==> src/rtl/sdram_bringup_pkg.sv <==
package sdram_bringup_pkg;

    typedef enum logic [1:0] {
        CMD_NOP,
        CMD_PRECHARGE,
        CMD_REFRESH,
        CMD_LOAD_MODE
    } sdcmd_e;

    typedef enum logic [2:0] {
        ST_POWERUP,
        ST_PRECHARGE,
        ST_REFRESH,
        ST_LOAD_MODE,
        ST_GAP,
        ST_DONE
    } state_e;

    typedef struct packed {
        logic cs_n;
        logic ras_n;
        logic cas_n;
        logic we_n;
    } strobes_t;

    function automatic strobes_t encode_cmd(sdcmd_e c);
        strobes_t s;
        unique case (c)
            CMD_NOP:       s = '{cs_n: 1'b0, ras_n: 1'b1, cas_n: 1'b1, we_n: 1'b1};
            CMD_PRECHARGE: s = '{cs_n: 1'b0, ras_n: 1'b0, cas_n: 1'b1, we_n: 1'b0};
            CMD_REFRESH:   s = '{cs_n: 1'b0, ras_n: 1'b0, cas_n: 1'b0, we_n: 1'b1};
            CMD_LOAD_MODE: s = '{cs_n: 1'b0, ras_n: 1'b0, cas_n: 1'b0, we_n: 1'b0};
            default:       s = '{cs_n: 1'b0, ras_n: 1'b1, cas_n: 1'b1, we_n: 1'b1};
        endcase
        return s;
    endfunction

endpackage

==> src/rtl/sdram_bringup_timer.sv <==
module sdram_bringup_timer #(
    parameter int unsigned CNT_W     = 14,
    parameter int unsigned RESET_VAL = 9999
) (
    input  logic             clk,
    input  logic             rst_n,
    input  logic             load,
    input  logic [CNT_W-1:0] load_val,
    input  logic             dec,
    output logic             is_zero
);

    logic [CNT_W-1:0] cnt_q;

    always_ff @(posedge clk) begin
        if (!rst_n) begin
            cnt_q <= CNT_W'(RESET_VAL);
        end else if (load) begin
            cnt_q <= load_val;
        end else if (dec && (cnt_q != '0)) begin
            cnt_q <= cnt_q - 1'b1;
        end
    end

    assign is_zero = (cnt_q == '0);

endmodule

==> src/rtl/sdram_bringup_cmd_enc.sv <==
module sdram_bringup_cmd_enc
    import sdram_bringup_pkg::*;
#(
    parameter int unsigned ADDR_W = 11,
    parameter int unsigned BANK_W = 2,
    parameter int unsigned AP_BIT = 10,
    localparam int unsigned MODE_W = ADDR_W + BANK_W
) (
    input  sdcmd_e            cmd,
    input  logic [MODE_W-1:0] mode_word,
    output logic              cs_n,
    output logic              ras_n,
    output logic              cas_n,
    output logic              we_n,
    output logic [ADDR_W-1:0] addr,
    output logic [BANK_W-1:0] ba
);

    strobes_t strb;

    always_comb begin
        strb = encode_cmd(cmd);
        addr = '0;
        ba   = '0;
        unique case (cmd)
            CMD_PRECHARGE: addr[AP_BIT] = 1'b1;
            CMD_LOAD_MODE: {ba, addr} = mode_word;
            default: ;
        endcase
    end

    assign cs_n  = strb.cs_n;
    assign ras_n = strb.ras_n;
    assign cas_n = strb.cas_n;
    assign we_n  = strb.we_n;

endmodule

==> src/rtl/sdram_bringup.sv <==
module sdram_bringup
    import sdram_bringup_pkg::*;
#(
    parameter int unsigned WAIT_CYC    = 10000,
    parameter int unsigned TRP_CYC     = 2,
    parameter int unsigned TRC_CYC     = 4,
    parameter int unsigned TMRD_CYC    = 2,
    parameter int unsigned NUM_REFRESH = 2,
    parameter int unsigned ADDR_W      = 11,
    parameter int unsigned BANK_W      = 2,
    parameter int unsigned DQM_W       = 4,
    parameter int unsigned AP_BIT      = 10
) (
    input  logic                       clk,
    input  logic                       rst_n,
    input  logic [ADDR_W+BANK_W-1:0]   cfg_mode,
    input  logic                       cfg_mode_first,
    output logic                       sd_cke,
    output logic                       sd_cs_n,
    output logic                       sd_ras_n,
    output logic                       sd_cas_n,
    output logic                       sd_we_n,
    output logic [DQM_W-1:0]           sd_dqm,
    output logic [ADDR_W-1:0]          sd_addr,
    output logic [BANK_W-1:0]          sd_ba,
    output logic                       init_done
);

    localparam int unsigned MODE_W  = ADDR_W + BANK_W;
    localparam int unsigned GAP_A   = (TRP_CYC > TRC_CYC) ? TRP_CYC : TRC_CYC;
    localparam int unsigned GAP_MAX = (GAP_A > TMRD_CYC) ? GAP_A : TMRD_CYC;
    localparam int unsigned SPAN    = (WAIT_CYC > GAP_MAX) ? WAIT_CYC : GAP_MAX;
    localparam int unsigned CNT_W   = $clog2(SPAN + 1);
    localparam int unsigned REF_W   = $clog2(NUM_REFRESH + 1);

    localparam logic [CNT_W-1:0] TRP_LOAD  = CNT_W'(TRP_CYC - 2);
    localparam logic [CNT_W-1:0] TRC_LOAD  = CNT_W'(TRC_CYC - 2);
    localparam logic [CNT_W-1:0] TMRD_LOAD = CNT_W'(TMRD_CYC - 2);
    localparam logic [REF_W-1:0] REF_LAST  = REF_W'(NUM_REFRESH - 1);

    state_e             state_q, state_d;
    state_e             tgt_q, tgt_d;
    logic [REF_W-1:0]   ref_q;
    logic [MODE_W-1:0]  mode_q;
    logic               order_q;
    logic               capture;

    logic               tmr_load;
    logic [CNT_W-1:0]   tmr_val;
    logic               tmr_dec;
    logic               tmr_zero;

    sdcmd_e             cmd;

    // Shared countdown: settling wait after reset, then every spacing gap
    sdram_bringup_timer #(
        .CNT_W     (CNT_W),
        .RESET_VAL (WAIT_CYC - 1)
    ) i_timer (
        .clk      (clk),
        .rst_n    (rst_n),
        .load     (tmr_load),
        .load_val (tmr_val),
        .dec      (tmr_dec),
        .is_zero  (tmr_zero)
    );

    // State register
    always_ff @(posedge clk) begin
        if (!rst_n) begin
            state_q <= ST_POWERUP;
            tgt_q   <= ST_POWERUP;
        end else begin
            state_q <= state_d;
            tgt_q   <= tgt_d;
        end
    end

    // Configuration capture and refresh tally
    always_ff @(posedge clk) begin
        if (!rst_n) begin
            ref_q   <= '0;
            mode_q  <= '0;
            order_q <= 1'b0;
        end else begin
            if (capture) begin
                mode_q  <= cfg_mode;
                order_q <= cfg_mode_first;
            end
            if (state_q == ST_REFRESH) begin
                ref_q <= ref_q + 1'b1;
            end
        end
    end

    assign capture = (state_q == ST_POWERUP) && tmr_zero;

    // Next state and timer control
    always_comb begin
        state_d  = state_q;
        tgt_d    = tgt_q;
        tmr_load = 1'b0;
        tmr_val  = '0;
        tmr_dec  = 1'b0;
        unique case (state_q)
            ST_POWERUP: begin
                tmr_dec = 1'b1;
                if (tmr_zero) begin
                    state_d = ST_PRECHARGE;
                end
            end
            ST_PRECHARGE: begin
                tmr_load = 1'b1;
                tmr_val  = TRP_LOAD;
                state_d  = ST_GAP;
                tgt_d    = order_q ? ST_LOAD_MODE : ST_REFRESH;
            end
            ST_REFRESH: begin
                tmr_load = 1'b1;
                tmr_val  = TRC_LOAD;
                state_d  = ST_GAP;
                if (ref_q != REF_LAST) begin
                    tgt_d = ST_REFRESH;
                end else begin
                    tgt_d = order_q ? ST_DONE : ST_LOAD_MODE;
                end
            end
            ST_LOAD_MODE: begin
                tmr_load = 1'b1;
                tmr_val  = TMRD_LOAD;
                state_d  = ST_GAP;
                tgt_d    = order_q ? ST_REFRESH : ST_DONE;
            end
            ST_GAP: begin
                tmr_dec = 1'b1;
                if (tmr_zero) begin
                    state_d = tgt_q;
                end
            end
            ST_DONE: begin
                state_d = ST_DONE;
            end
            default: begin
                state_d = ST_POWERUP;
            end
        endcase
    end

    // Outputs
    always_comb begin
        cmd       = CMD_NOP;
        init_done = 1'b0;
        unique case (state_q)
            ST_PRECHARGE: cmd = CMD_PRECHARGE;
            ST_REFRESH:   cmd = CMD_REFRESH;
            ST_LOAD_MODE: cmd = CMD_LOAD_MODE;
            ST_DONE:      init_done = 1'b1;
            default:      cmd = CMD_NOP;
        endcase
    end

    sdram_bringup_cmd_enc #(
        .ADDR_W (ADDR_W),
        .BANK_W (BANK_W),
        .AP_BIT (AP_BIT)
    ) i_cmd_enc (
        .cmd       (cmd),
        .mode_word (mode_q),
        .cs_n      (sd_cs_n),
        .ras_n     (sd_ras_n),
        .cas_n     (sd_cas_n),
        .we_n      (sd_we_n),
        .addr      (sd_addr),
        .ba        (sd_ba)
    );

    assign sd_cke = 1'b1;
    assign sd_dqm = '1;

endmodule

==> config.mk <==
export PLATFORM = sky130hd
export DESIGN_NAME = sdram_bringup
export DESIGN_NICKNAME = d
export VERILOG_FILES = /design/src/rtl/sdram_bringup_pkg.sv /design/src/rtl/sdram_bringup_timer.sv /design/src/rtl/sdram_bringup_cmd_enc.sv /design/src/rtl/sdram_bringup.sv
export SDC_FILE = /design/constraint.sdc
export NUM_CORES = 1
export LEC_CHECK = 0
export BUFFER_PORTS_ARGS = -buffer_cell sky130_fd_sc_hd__clkbuf_2
export CAP_MARGIN = 10
export CORE_MARGIN = 4
export CORE_UTILIZATION = 50
export DETAILED_ROUTE_END_ITERATION = 12
export PLACE_DENSITY = 0.81
export REMOVE_ABC_BUFFERS = 1
export SYNTH_ARGS = -nofsm -noshare
export SYNTH_HDL_FRONTEND = slang
export SYNTH_SLANG_ARGS = --single-unit
==> constraint.sdc <==
create_clock -name clk -period 2.4 [get_ports clk]
set_input_delay 0.12 -clock clk [delete_from_list [all_inputs] [get_ports clk]]
set_output_delay 0.12 -clock clk [all_outputs]
set_load 0.01 [all_outputs]
==> flow_summary.toml <==
[sta]
clock-skew-final_ns = 0.00352
fin_crit_ns = 2.23
fin_crit_sh_pct = 92.9
maxSlewHeadroom_pct = 60.0
finalHoldViolations = 0
clock.fmax_mhz = 449
grt_setup_unrepaired = "no"
finalMaxSlewViolations = 0
fin_setup_tns_ns = 0
setup_ws_ns = 0.170
tightest_slew_ns = 0.598
setup_viol = 0

[critical_path]
required_ns = 2.60
path_class = "reg2reg"
start_kind = "register"
arrival_ns = 2.43
endpoint_kind = "register"
reg2reg_slack_ns = 0.17
cp_max_fo = 6
r2r_cells = 6

[synth]
ys.flop_type = "dfxtp_1"
yosysWarningCount = 0
netlist_area_um2 = 1850
synth_top_cell_area_share_pct = 38.9
synth_area_leaders = "dfxtp_1 (39%), o21ai_0 (5.9%), a21boi_0 (5.7%), nand3_1 (4.9%), and2_1 (4.4%)"
syn_area_per_cell_um2 = 8.38
async_flop_share_pct = 0
synth_edf_count = 0
synth_top_area_cell = "dfxtp_1"
synth_cell_type_count = 43
synth-seq-cells = 36
synthCells = 221
synth-seq-area-share_pct = 38.9

[layout]
diodes = 0
area_delta_synth_final_pct = 14.2
seq_area_um2 = 721
design_area_um2 = 2120
drive_above_1_share_pct = 22.7
nFillCells = 309
instances_no_fill = 297
layout_commonest_cell = "dfxtp_1"
final_cell_mix = "dfxtp_1 (36), clkbuf_2 (32), o21ai_0 (22), nand3_1 (18), a21boi_0 (14)"
nets = 268
multiInputGateArea_um2 = 1010

[grt]
grt_pass1_wl_um = 6490
grt_usage_pct = 18.2
antenna_found_initial = 0
gr-total-overflow = 0
grt_max_degree = 32
grt_pass1_vias = 1474

[floorplan]
die_area_um2 = 4740
num_rows = 21
start_util_pct = 53.4
io_pins = 39
die_w_um = 68.9
dieHeight_um = 68.9
core_um2 = 3470

[clock_tree]
cts_root_buffer = "clkbuf_8"
cts_max_path_buffers = 2
insertion_delay_ns = 0.29
clock_sinks = 36
cts_tree = "yes"
cts_hold_buffers = 0
cts_buffers = 5
clkTransAtPathRegs_ns = 0.07
htreeDepth = 2

[placement]
place_inst = 289
place_ws_ns = 0.130
routabilityCongestion = 0.786
dpl.hpwl_um = 2720
portBuffers = 32
dpl_cell_area_um2 = 2020

[drt]
dr.pass1.iters = 4
via_per_inst = 5.71
antenna_left = 0
wirelength_um = 3920
drc = 0
drt_iter0_markers = 97
num_vias = 1696
wl_per_cell_um = 13.2

[pwr]
irDropWorstVdd_mv = 0.279
power.static_leakage_nw = 0.863
p_per_area_nw_per_um2 = 507

[flow_run]
maxCapViolations = 0

[min_path]
hold_depth = 3
min_path_type = "in2reg"

[run_status]
outcome = "finished, final reports clean"
==> cell type report <==
class                      instances  share of cell area (%)
multi-input combinational        160                    47.8
clock inverter                     3                   0.887
clock buffer                       5                    3.25
inverter                           9                    1.60
sequential                        36                    34.1
tap                               46                    2.72
timing repair buffer              38                    9.70
==> layer usage <==
layer / wire length (um) / up-vias / global-route usage (%) / part of all wire, %
met5: 0 / - / 0 / 0
met1: 1890 / 785 / 23.6 / 48
met2: 1700 / 54 / 28.7 / 43
met3: 270 / 5 / 4.38 / 6.9
met4: 56 / 0 / 7.79 / 1.4
li1: - / 852 / - / -
==> state kept, by name (all words and copies together) (netlist names) <==
| signal | cells |
|---|---|
| mode_q | 13 |
| ref_q | 2 |
| tgt_q | 3 |
| state_q | 3 |
| order_q | 1 |
| i_timer.cnt_q | 14 |
==> power breakdown <==
| group | switching (mW) | internal (mW) | total, mW |
|---|---|---|---|
| sequential | 0.00352 | 0.601 | 0.605 |
| clock | 0.224 | 0.202 | 0.426 |
| combinational | 0.0225 | 0.0199 | 0.0424 |
==> cell usage after synthesis, drive strengths merged, types with 3 or more instances <==
cell type / count
a21boi: 15
a21oi: 11
and2: 13
buf: 8
clkbuf: 12
dfxtp: 36
inv: 8
nand2: 10
nand3: 18
nor2: 7
nor4: 5
o211a: 3
o211ai: 3
o21ai: 22
o311ai: 5
or2: 5
or3: 8
or4: 9
==> worst max-delay path, cell delays in order, from the launching register on <==
cell	delay, ns
dfxtp_1	0.33
inv_1	0.06
ha_1	0.19
or3b_2	0.52
or4_1	0.48
or3_1	0.35
o311ai_1	0.22
==> kinds of logic after synthesis <==
kind of cell / after synthesis / share of synthesized area [%]
flops: 36 / 38.9
buf+inv: 29 / 7.56
simple gates: 83 / 26.8
fa+ha+maj: 2 / 1.35
compound gates: 66 / 23.4
mux: 2 / 1.08
xor+xnor: 1 / 0.473
other cells: 2 / 0.405
==> worst paths after layout <==
check                    from                 to
max          i_timer.cnt_q[0]  i_timer.cnt_q[10]
min               cfg_mode[8]          mode_q[8]
max reg2reg  i_timer.cnt_q[0]  i_timer.cnt_q[10]
min reg2reg          tgt_q[1]         state_q[1]
==> through the flow <==
step | power [mW] | util, % | hold WS (ns)
final | 1.07 | 61.0 | 0.0601
after global routing | 1.11 | 61.0 | 0.0674
after CTS | 1.08 | 60.9 | 0.0549
after detailed placement | 0.661 | 58.4 | 0.367
after global placement | 0.660 | 58.4 | 0.365
after floorplan | 0.637 | - | 0.192
==> repair_timing <==
action / in CTS / in global routing
buffers inserted: 0 / 0
hold endpoints to repair: 0 / 0
resized for setup: 0 / 1
endpoints found under the setup margin: 0 / 2
No activity file was read; power rests on OpenSTA's default activity.
